==> src/rtl/wkp_pkg.sv <==
// Shared types and the CRC-8 byte step used by all pattern lanes.
// Assumes MSB-first bit order with no reflection.
package wkp_pkg;
    localparam int BYTE_W = 8;
    typedef logic [BYTE_W-1:0] byte_t;

    // One CRC-8 update over a full byte, MSB first.
    function automatic byte_t crc8_step(input byte_t crc_in, input byte_t din, input byte_t poly);
        byte_t c;
        c = crc_in ^ din;
        for (int b = 0; b < BYTE_W; b++) begin
            c = c[BYTE_W-1] ? byte_t'((c << 1) ^ poly) : byte_t'(c << 1);
        end
        return c;
    endfunction
endpackage

==> src/rtl/wkp_cfg_regs.sv <==
// Mask and reference storage for all patterns.
// Assumes cfg_addr = {pattern, index[3:0]}; index MBYTES writes the
// reference, MBYTES+1 aliases mask byte 0, higher indices are ignored.
module wkp_cfg_regs
    import wkp_pkg::*;
#(
    parameter int NUM_PAT = 8,
    parameter int MASK_W  = 64,
    parameter int ADDR_W  = 7
) (
    input  logic                          clk,
    input  logic                          rst_n,
    input  logic                          cfg_we,
    input  logic [ADDR_W-1:0]             cfg_addr,
    input  byte_t                         cfg_wdata,
    output logic [NUM_PAT-1:0][MASK_W-1:0] mask_o,
    output byte_t [NUM_PAT-1:0]           ref_o
);
    localparam int MBYTES   = MASK_W / BYTE_W;
    localparam int IDX_REF  = MBYTES;
    localparam int IDX_LOW  = MBYTES + 1;

    logic [ADDR_W-5:0] sel_pat;
    logic [3:0]        sel_idx;

    assign sel_pat = cfg_addr[ADDR_W-1:4];
    assign sel_idx = cfg_addr[3:0];

    for (genvar g = 0; g < NUM_PAT; g++) begin : g_pat
        logic [MASK_W-1:0] mask_q;
        byte_t             ref_q;

        // Capture writes aimed at this pattern.
        always_ff @(posedge clk) begin
            if (!rst_n) begin
                mask_q <= '0;
                ref_q  <= '0;
            end else if (cfg_we && (int'(sel_pat) == g)) begin
                if (int'(sel_idx) < MBYTES) begin
                    mask_q[int'(sel_idx)*BYTE_W +: BYTE_W] <= cfg_wdata;
                end else if (int'(sel_idx) == IDX_REF) begin
                    ref_q <= cfg_wdata;
                end else if (int'(sel_idx) == IDX_LOW) begin
                    mask_q[BYTE_W-1:0] <= cfg_wdata;
                end
            end
        end

        assign mask_o[g] = mask_q;
        assign ref_o[g]  = ref_q;
    end
endmodule

==> src/rtl/wkp_offset.sv <==
// Byte offset tracker for the receive stream.
// Tells whether the current byte falls in the mask window and which mask
// bit covers it. Assumes rx_sof marks offset 0. The count saturates past
// the window end.
module wkp_offset #(
    parameter int WIN_START = 12,
    parameter int MASK_W    = 64
) (
    input  logic                      clk,
    input  logic                      rst_n,
    input  logic                      rx_valid,
    input  logic                      rx_sof,
    output logic                      in_win_o,
    output logic [$clog2(MASK_W)-1:0] win_idx_o
);
    localparam int WIN_END = WIN_START + MASK_W;
    localparam int OFF_W   = $clog2(WIN_END) + 1;
    localparam int IDX_W   = $clog2(MASK_W);

    logic [OFF_W-1:0] off_q;
    logic [OFF_W-1:0] cur_off;
    logic [OFF_W-1:0] rel_off;

    assign cur_off   = rx_sof ? '0 : off_q;
    assign rel_off   = cur_off - OFF_W'(WIN_START);
    assign in_win_o  = (cur_off >= OFF_W'(WIN_START)) && (cur_off < OFF_W'(WIN_END));
    assign win_idx_o = rel_off[IDX_W-1:0];

    // Advance the offset for each accepted byte, holding it at the window end.
    always_ff @(posedge clk) begin
        if (!rst_n) begin
            off_q <= '0;
        end else if (rx_valid) begin
            off_q <= (cur_off >= OFF_W'(WIN_END)) ? OFF_W'(WIN_END) : cur_off + 1'b1;
        end
    end
endmodule

==> src/rtl/wkp_lane.sv <==
// One pattern lane: folds the masked bytes into CRC-8 and judges the frame
// at its end byte. Assumes the window position comes from wkp_offset.
module wkp_lane
    import wkp_pkg::*;
#(
    parameter int    MASK_W   = 64,
    parameter byte_t CRC_POLY = 8'h07
) (
    input  logic                      clk,
    input  logic                      rst_n,
    input  logic                      rx_valid,
    input  byte_t                     rx_data,
    input  logic                      rx_sof,
    input  logic                      rx_eof,
    input  logic                      rx_good,
    input  logic                      in_win,
    input  logic [$clog2(MASK_W)-1:0] win_idx,
    input  logic [MASK_W-1:0]         mask_i,
    input  byte_t                     ref_i,
    output logic                      hit_o,
    output logic                      match_o
);
    byte_t crc_q;
    byte_t crc_base;
    byte_t crc_nxt;
    logic  take;

    assign take     = rx_valid && in_win && mask_i[win_idx];
    assign crc_base = rx_sof ? '0 : crc_q;
    assign crc_nxt  = take ? crc8_step(crc_base, rx_data, CRC_POLY) : crc_base;
    assign hit_o    = rx_valid && rx_eof && rx_good && (|mask_i) && (crc_nxt == ref_i);

    // Keep the running CRC across the bytes of the frame.
    always_ff @(posedge clk) begin
        if (!rst_n) crc_q <= '0;
        else if (rx_valid) crc_q <= crc_nxt;
    end

    // Register the frame verdict as a one-cycle flag.
    always_ff @(posedge clk) begin
        if (!rst_n) match_o <= 1'b0;
        else match_o <= hit_o;
    end


    match_on_eof_chk: assert property (@(posedge clk) disable iff (!rst_n)
        match_o |-> $past(rx_valid && rx_eof && rx_good));


    zero_mask_chk: assert property (@(posedge clk) disable iff (!rst_n)
        match_o |-> $past(|mask_i));
endmodule

==> src/rtl/wkp_matcher.sv <==
// Wakeup pattern matcher top. It runs NUM_PAT CRC lanes in parallel over
// one receive byte stream. It reports per-pattern matches and a gated wake
// pulse one cycle after each end byte.
module wkp_matcher
    import wkp_pkg::*;
#(
    parameter int    NUM_PAT   = 8,
    parameter int    MASK_W    = 64,
    parameter int    WIN_START = 12,
    parameter byte_t CRC_POLY  = 8'h07,
    localparam int   ADDR_W    = $clog2(NUM_PAT) + 4
) (
    input  logic               clk,
    input  logic               rst_n,
    input  logic               wake_en,
    input  logic               rx_valid,
    input  logic [7:0]         rx_data,
    input  logic               rx_sof,
    input  logic               rx_eof,
    input  logic               rx_good,
    input  logic               cfg_we,
    input  logic [ADDR_W-1:0]  cfg_addr,
    input  logic [7:0]         cfg_wdata,
    output logic [NUM_PAT-1:0] match_o,
    output logic               wake_o
);
    localparam int IDX_W = $clog2(MASK_W);

    logic [NUM_PAT-1:0][MASK_W-1:0] masks;
    byte_t [NUM_PAT-1:0]            refs;
    logic                           in_win;
    logic [IDX_W-1:0]               win_idx;
    logic [NUM_PAT-1:0]             hits;

    wkp_cfg_regs #(.NUM_PAT(NUM_PAT), .MASK_W(MASK_W), .ADDR_W(ADDR_W)) u_regs (
        .clk(clk), .rst_n(rst_n), .cfg_we(cfg_we), .cfg_addr(cfg_addr),
        .cfg_wdata(cfg_wdata), .mask_o(masks), .ref_o(refs)
    );

    wkp_offset #(.WIN_START(WIN_START), .MASK_W(MASK_W)) u_off (
        .clk(clk), .rst_n(rst_n), .rx_valid(rx_valid), .rx_sof(rx_sof),
        .in_win_o(in_win), .win_idx_o(win_idx)
    );

    for (genvar g = 0; g < NUM_PAT; g++) begin : g_lane
        wkp_lane #(.MASK_W(MASK_W), .CRC_POLY(CRC_POLY)) u_lane (
            .clk(clk), .rst_n(rst_n), .rx_valid(rx_valid), .rx_data(rx_data),
            .rx_sof(rx_sof), .rx_eof(rx_eof), .rx_good(rx_good),
            .in_win(in_win), .win_idx(win_idx), .mask_i(masks[g]),
            .ref_i(refs[g]), .hit_o(hits[g]), .match_o(match_o[g])
        );
    end

    // Raise the wake pulse for any match when waking is enabled.
    always_ff @(posedge clk) begin
        if (!rst_n) wake_o <= 1'b0;
        else wake_o <= wake_en && (|hits);
    end


    wake_has_match_chk: assert property (@(posedge clk) disable iff (!rst_n)
        wake_o |-> (|match_o));


    wake_gate_chk: assert property (@(posedge clk) disable iff (!rst_n)
        wake_o |-> $past(wake_en));
endmodule

==> config.mk <==
export PLATFORM = sky130hd
export DESIGN_NAME = wkp_matcher
export DESIGN_NICKNAME = d
export VERILOG_FILES = /design/src/rtl/wkp_pkg.sv /design/src/rtl/wkp_cfg_regs.sv /design/src/rtl/wkp_offset.sv /design/src/rtl/wkp_lane.sv /design/src/rtl/wkp_matcher.sv
export SDC_FILE = /design/constraint.sdc
export NUM_CORES = 2
export LEC_CHECK = 0
export CORE_ASPECT_RATIO = 0.75
export CORE_MARGIN = 2
export CORE_UTILIZATION = 25
export DETAILED_ROUTE_END_ITERATION = 7
export HOLD_SLACK_MARGIN = 0.08
export PLACE_DENSITY = 0.37
export SYNTH_ARGS = -nofsm -noshare
export SYNTH_HDL_FRONTEND = slang
export SYNTH_SLANG_ARGS = --single-unit
==> constraint.sdc <==
create_clock -name clk -period 9.8 [get_ports clk]
set_input_delay 1.96 -clock clk [delete_from_list [all_inputs] [get_ports clk]]
set_output_delay 1.96 -clock clk [all_outputs]
set_load 0.05 [all_outputs]
==> metrics.yaml <==
htree_num_levels: 3
numCtsBuffers: 80
worst_pin_slew_ns: 1.51
max_freq_mhz: 152
maxCapViolCount: 1
port_buffers: 39
syn_inst: 4481
overflow: 0
cp_max_fo: 45
period_minus_slack_ns: 6.57
grt_max_degree: 135
grt_pass1_vias: 32000
netlist_top_cells_area: "dfxtp_1, mux2i_1, nor2_1"
pre_cts_ws_ns: 2.59
drv_slew: 4
wl_mm: 185
synth_edf_count: 0
critPathRequiredTime_ns: 10.43
post_route_cells_drive_above_1_share: 0.0872
coreArea_sq_um: 147000
fp-row-count: 122
clock_sinks: 657
via_per_inst: 5.43
cts_buffer_depth: 3
grt_antenna_before_repair: 21
report.final.setup_viol: 0
cp_data_arrival_time_ns: 7.20
clk_latency_ns: 0.71
power_density_nw_per_um2: 158
dieArea_sq_um: 151000
avgSynthCellArea_sq_um: 8.26
hp-class: "flip-flop to flip-flop"
synthFlopType: "dfxtp_1"
hold_buffers: 0
path_class: "input port to flip-flop"
p_leak_uw: 0.0144
holdCritStartpoint: "u_regs.g_pat[0].ref_q[1]"
yosysSeqAreaShare: 0.355
drt_iter0_drc: 4182
grtUsageTotal: 0.239
synthTopCellsByCount: "nor2_1, dfxtp_1, mux2i_1"
async_flop_share: 0
r2r-start: "u_off.off_q[0]"
post-synth-top-count-cell: "nor2_1"
skew_ns: 0.0259
ir_worst_vdd_mv: 0.129
ant_nets: 0
cp_slowest_stage_delay_ns: 0.79
status: "finished with violations"
final_nets: 4402
vias: 34800
syn_area_sq_um: 37000
dp_hpwl_mm: 131
cts_setup_buffers: 0
setup_tns_ns: 0
synth_top_area_share: 0.355
start_kind: "input port"
max-slew-margin-rel: -0.00965
ys_types: 106
fin_crit_sh: 0.670
cts_root_buf: "clkbuf_16"
io_pins: 40
synth_top_cell_by_area: "dfxtp_1"
final.setup.worst_slack_ns: 3.23
drcViolationCount: 0
clkSlewWorstSetupHoldPaths_ns: 0.06
syn_nets: 4518
fp.dieW_um: 448
fillerInstances: 15800
critPathLaunch: "rx_sof"
hold_viol: 0
dr.pass1.iters: 5
ys_seq_elements: 657
rsz0062_at_grt: "false"
crit_path_end_kind: "flip-flop"
initial_utilization: 0.251
violations: "capacitance limit, slew limit"
area_growth_pct: 13.4
cp_slowest_cell: "o31ai_1"
place_congestion: 0.934
drt-wirelength-per-cell_um: 28.8
yosys_warnings: 0
grt_pass1_wl_mm: 258
cts_tree: "yes"
cts_resized: 0
die_h_um: 337
worstPathCellList: "buf_8 -> nand2b_1 -> inv_2 -> ha_1 -> inv_1 -> nand2_1 -> a32oi_1 -> o31ai_1 -> o21ai_1 -> nor2_1 -> buf_4 -> a21oi_1 -> xnor2_1 -> nor4_1 -> buf_4 -> nor2_1 -> a41oi_2"
[worst max-delay path: cells and delay by family]
family                   cells  cell delay (ns)
AND/OR/NAND/NOR              5             1.67
AO/OA/AOI/OAI                5             1.53
buffers and inverters        5             1.15
adder cells (fa/ha/maj)      1             0.66
XOR/XNOR                     1             0.14
[where the power goes]
part / internal (uW) / switching (uW) / total (uW)
clock network: 1880 / 1340 / 3210
registers: 2670 / 10.2 / 2680
logic: 190 / 532 / 722
[cells in the final DEF, fill, tap and decap left out, types with 14 or more instances in the layout]
master and n:
a211oi_1 20, a21oi_1 301, a221oi_1 26, a22oi_1 28, a31oi_1 29, and2_1 18
and3_1 14, buf_4 125, clkbuf_1 18, clkbuf_16 82, clkdlybuf4s50_1 37, dfxtp_1 654
inv_1 52, mux2_2 43, mux2i_1 551, mux4_2 22, nand2_1 240, nand2b_1 22
nand3_1 75, nand4_1 49, nor2_1 867, nor2b_1 46, nor3_1 153, nor3b_1 24
nor4_1 145, o211ai_1 14, o21ai_0 144, o21ai_1 15, o221ai_1 36, o22ai_1 33
xnor2_1 137, xor2_1 65
[worst paths after layout]
check                                                 to  depth (start not counted)  slack (ns)
worst max-delay path                              wake_o                         17        3.23
worst min register to register  u_regs.g_pat[0].ref_q[1]                          2        0.48
worst min-delay path            u_regs.g_pat[0].ref_q[1]                          2        0.48
worst max register to register                    wake_o                         14        4.13
[metrics by stage]
stage	std cells	instance area, sq um	utilization	hold WS [ns]	total power [uW]
floorplan	4481	37000	-	0.446	3160
global placement	6267	39200	0.266	0.477	3460
CTS	6411	42000	0.285	0.488	6680
detailed placement	6267	39200	0.266	0.479	3450
global route	6411	42000	0.285	0.504	6820
finish	6412	42000	0.285	0.483	6620
[kinds of logic (layout without fill, tap and decap cells)]
group | after synthesis | in the layout | share of synthesized area
AND/OR/NAND/NOR | 1739 | 1739 | 0.216
AO/OA/AOI/OAI | 823 | 823 | 0.143
flip-flops | 657 | 657 | 0.355
multiplexers | 620 | 620 | 0.177
buffers and inverters | 422 | 368 | 0.0532
XOR/XNOR | 214 | 214 | 0.0538
adder cells (fa/ha/maj) | 6 | 6 | 0.00203
other | 0 | 1 | 0
[layout make-up]
cell class / count / area [sq um] / area share
flip-flops and latches: 657 / 13200 / 0.313
repair buffers: 166 / 1370 / 0.0326
clock inverters: 32 / 457 / 0.0109
clock buffers: 112 / 2280 / 0.0544
diodes: 1 / 2.50 / 0.0000596
well taps: 1984 / 2480 / 0.0591
inverters: 58 / 226 / 0.00539
multi-input cells: 3402 / 22000 / 0.524
[routing by layer]
metal	vias to the layer above	share of wire	global-route usage
met3	238	0.094	0.0611
met2	1456	0.38	0.312
met4	10	0.028	0.0649
met1	17300	0.50	0.375
met5	-	0.00039	0
li1	15800	-	-
[state kept, by name, summed over array words and instances, names as in the netlist]
register,count
u_regs.g_pat.mask_q,512
u_regs.g_pat.ref_q,64
g_lane.u_lane.crc_q,64
u_off.off_q,8
wake_o,1
g_lane.u_lane.match_o,8
(Power assumes the default switching activity.)
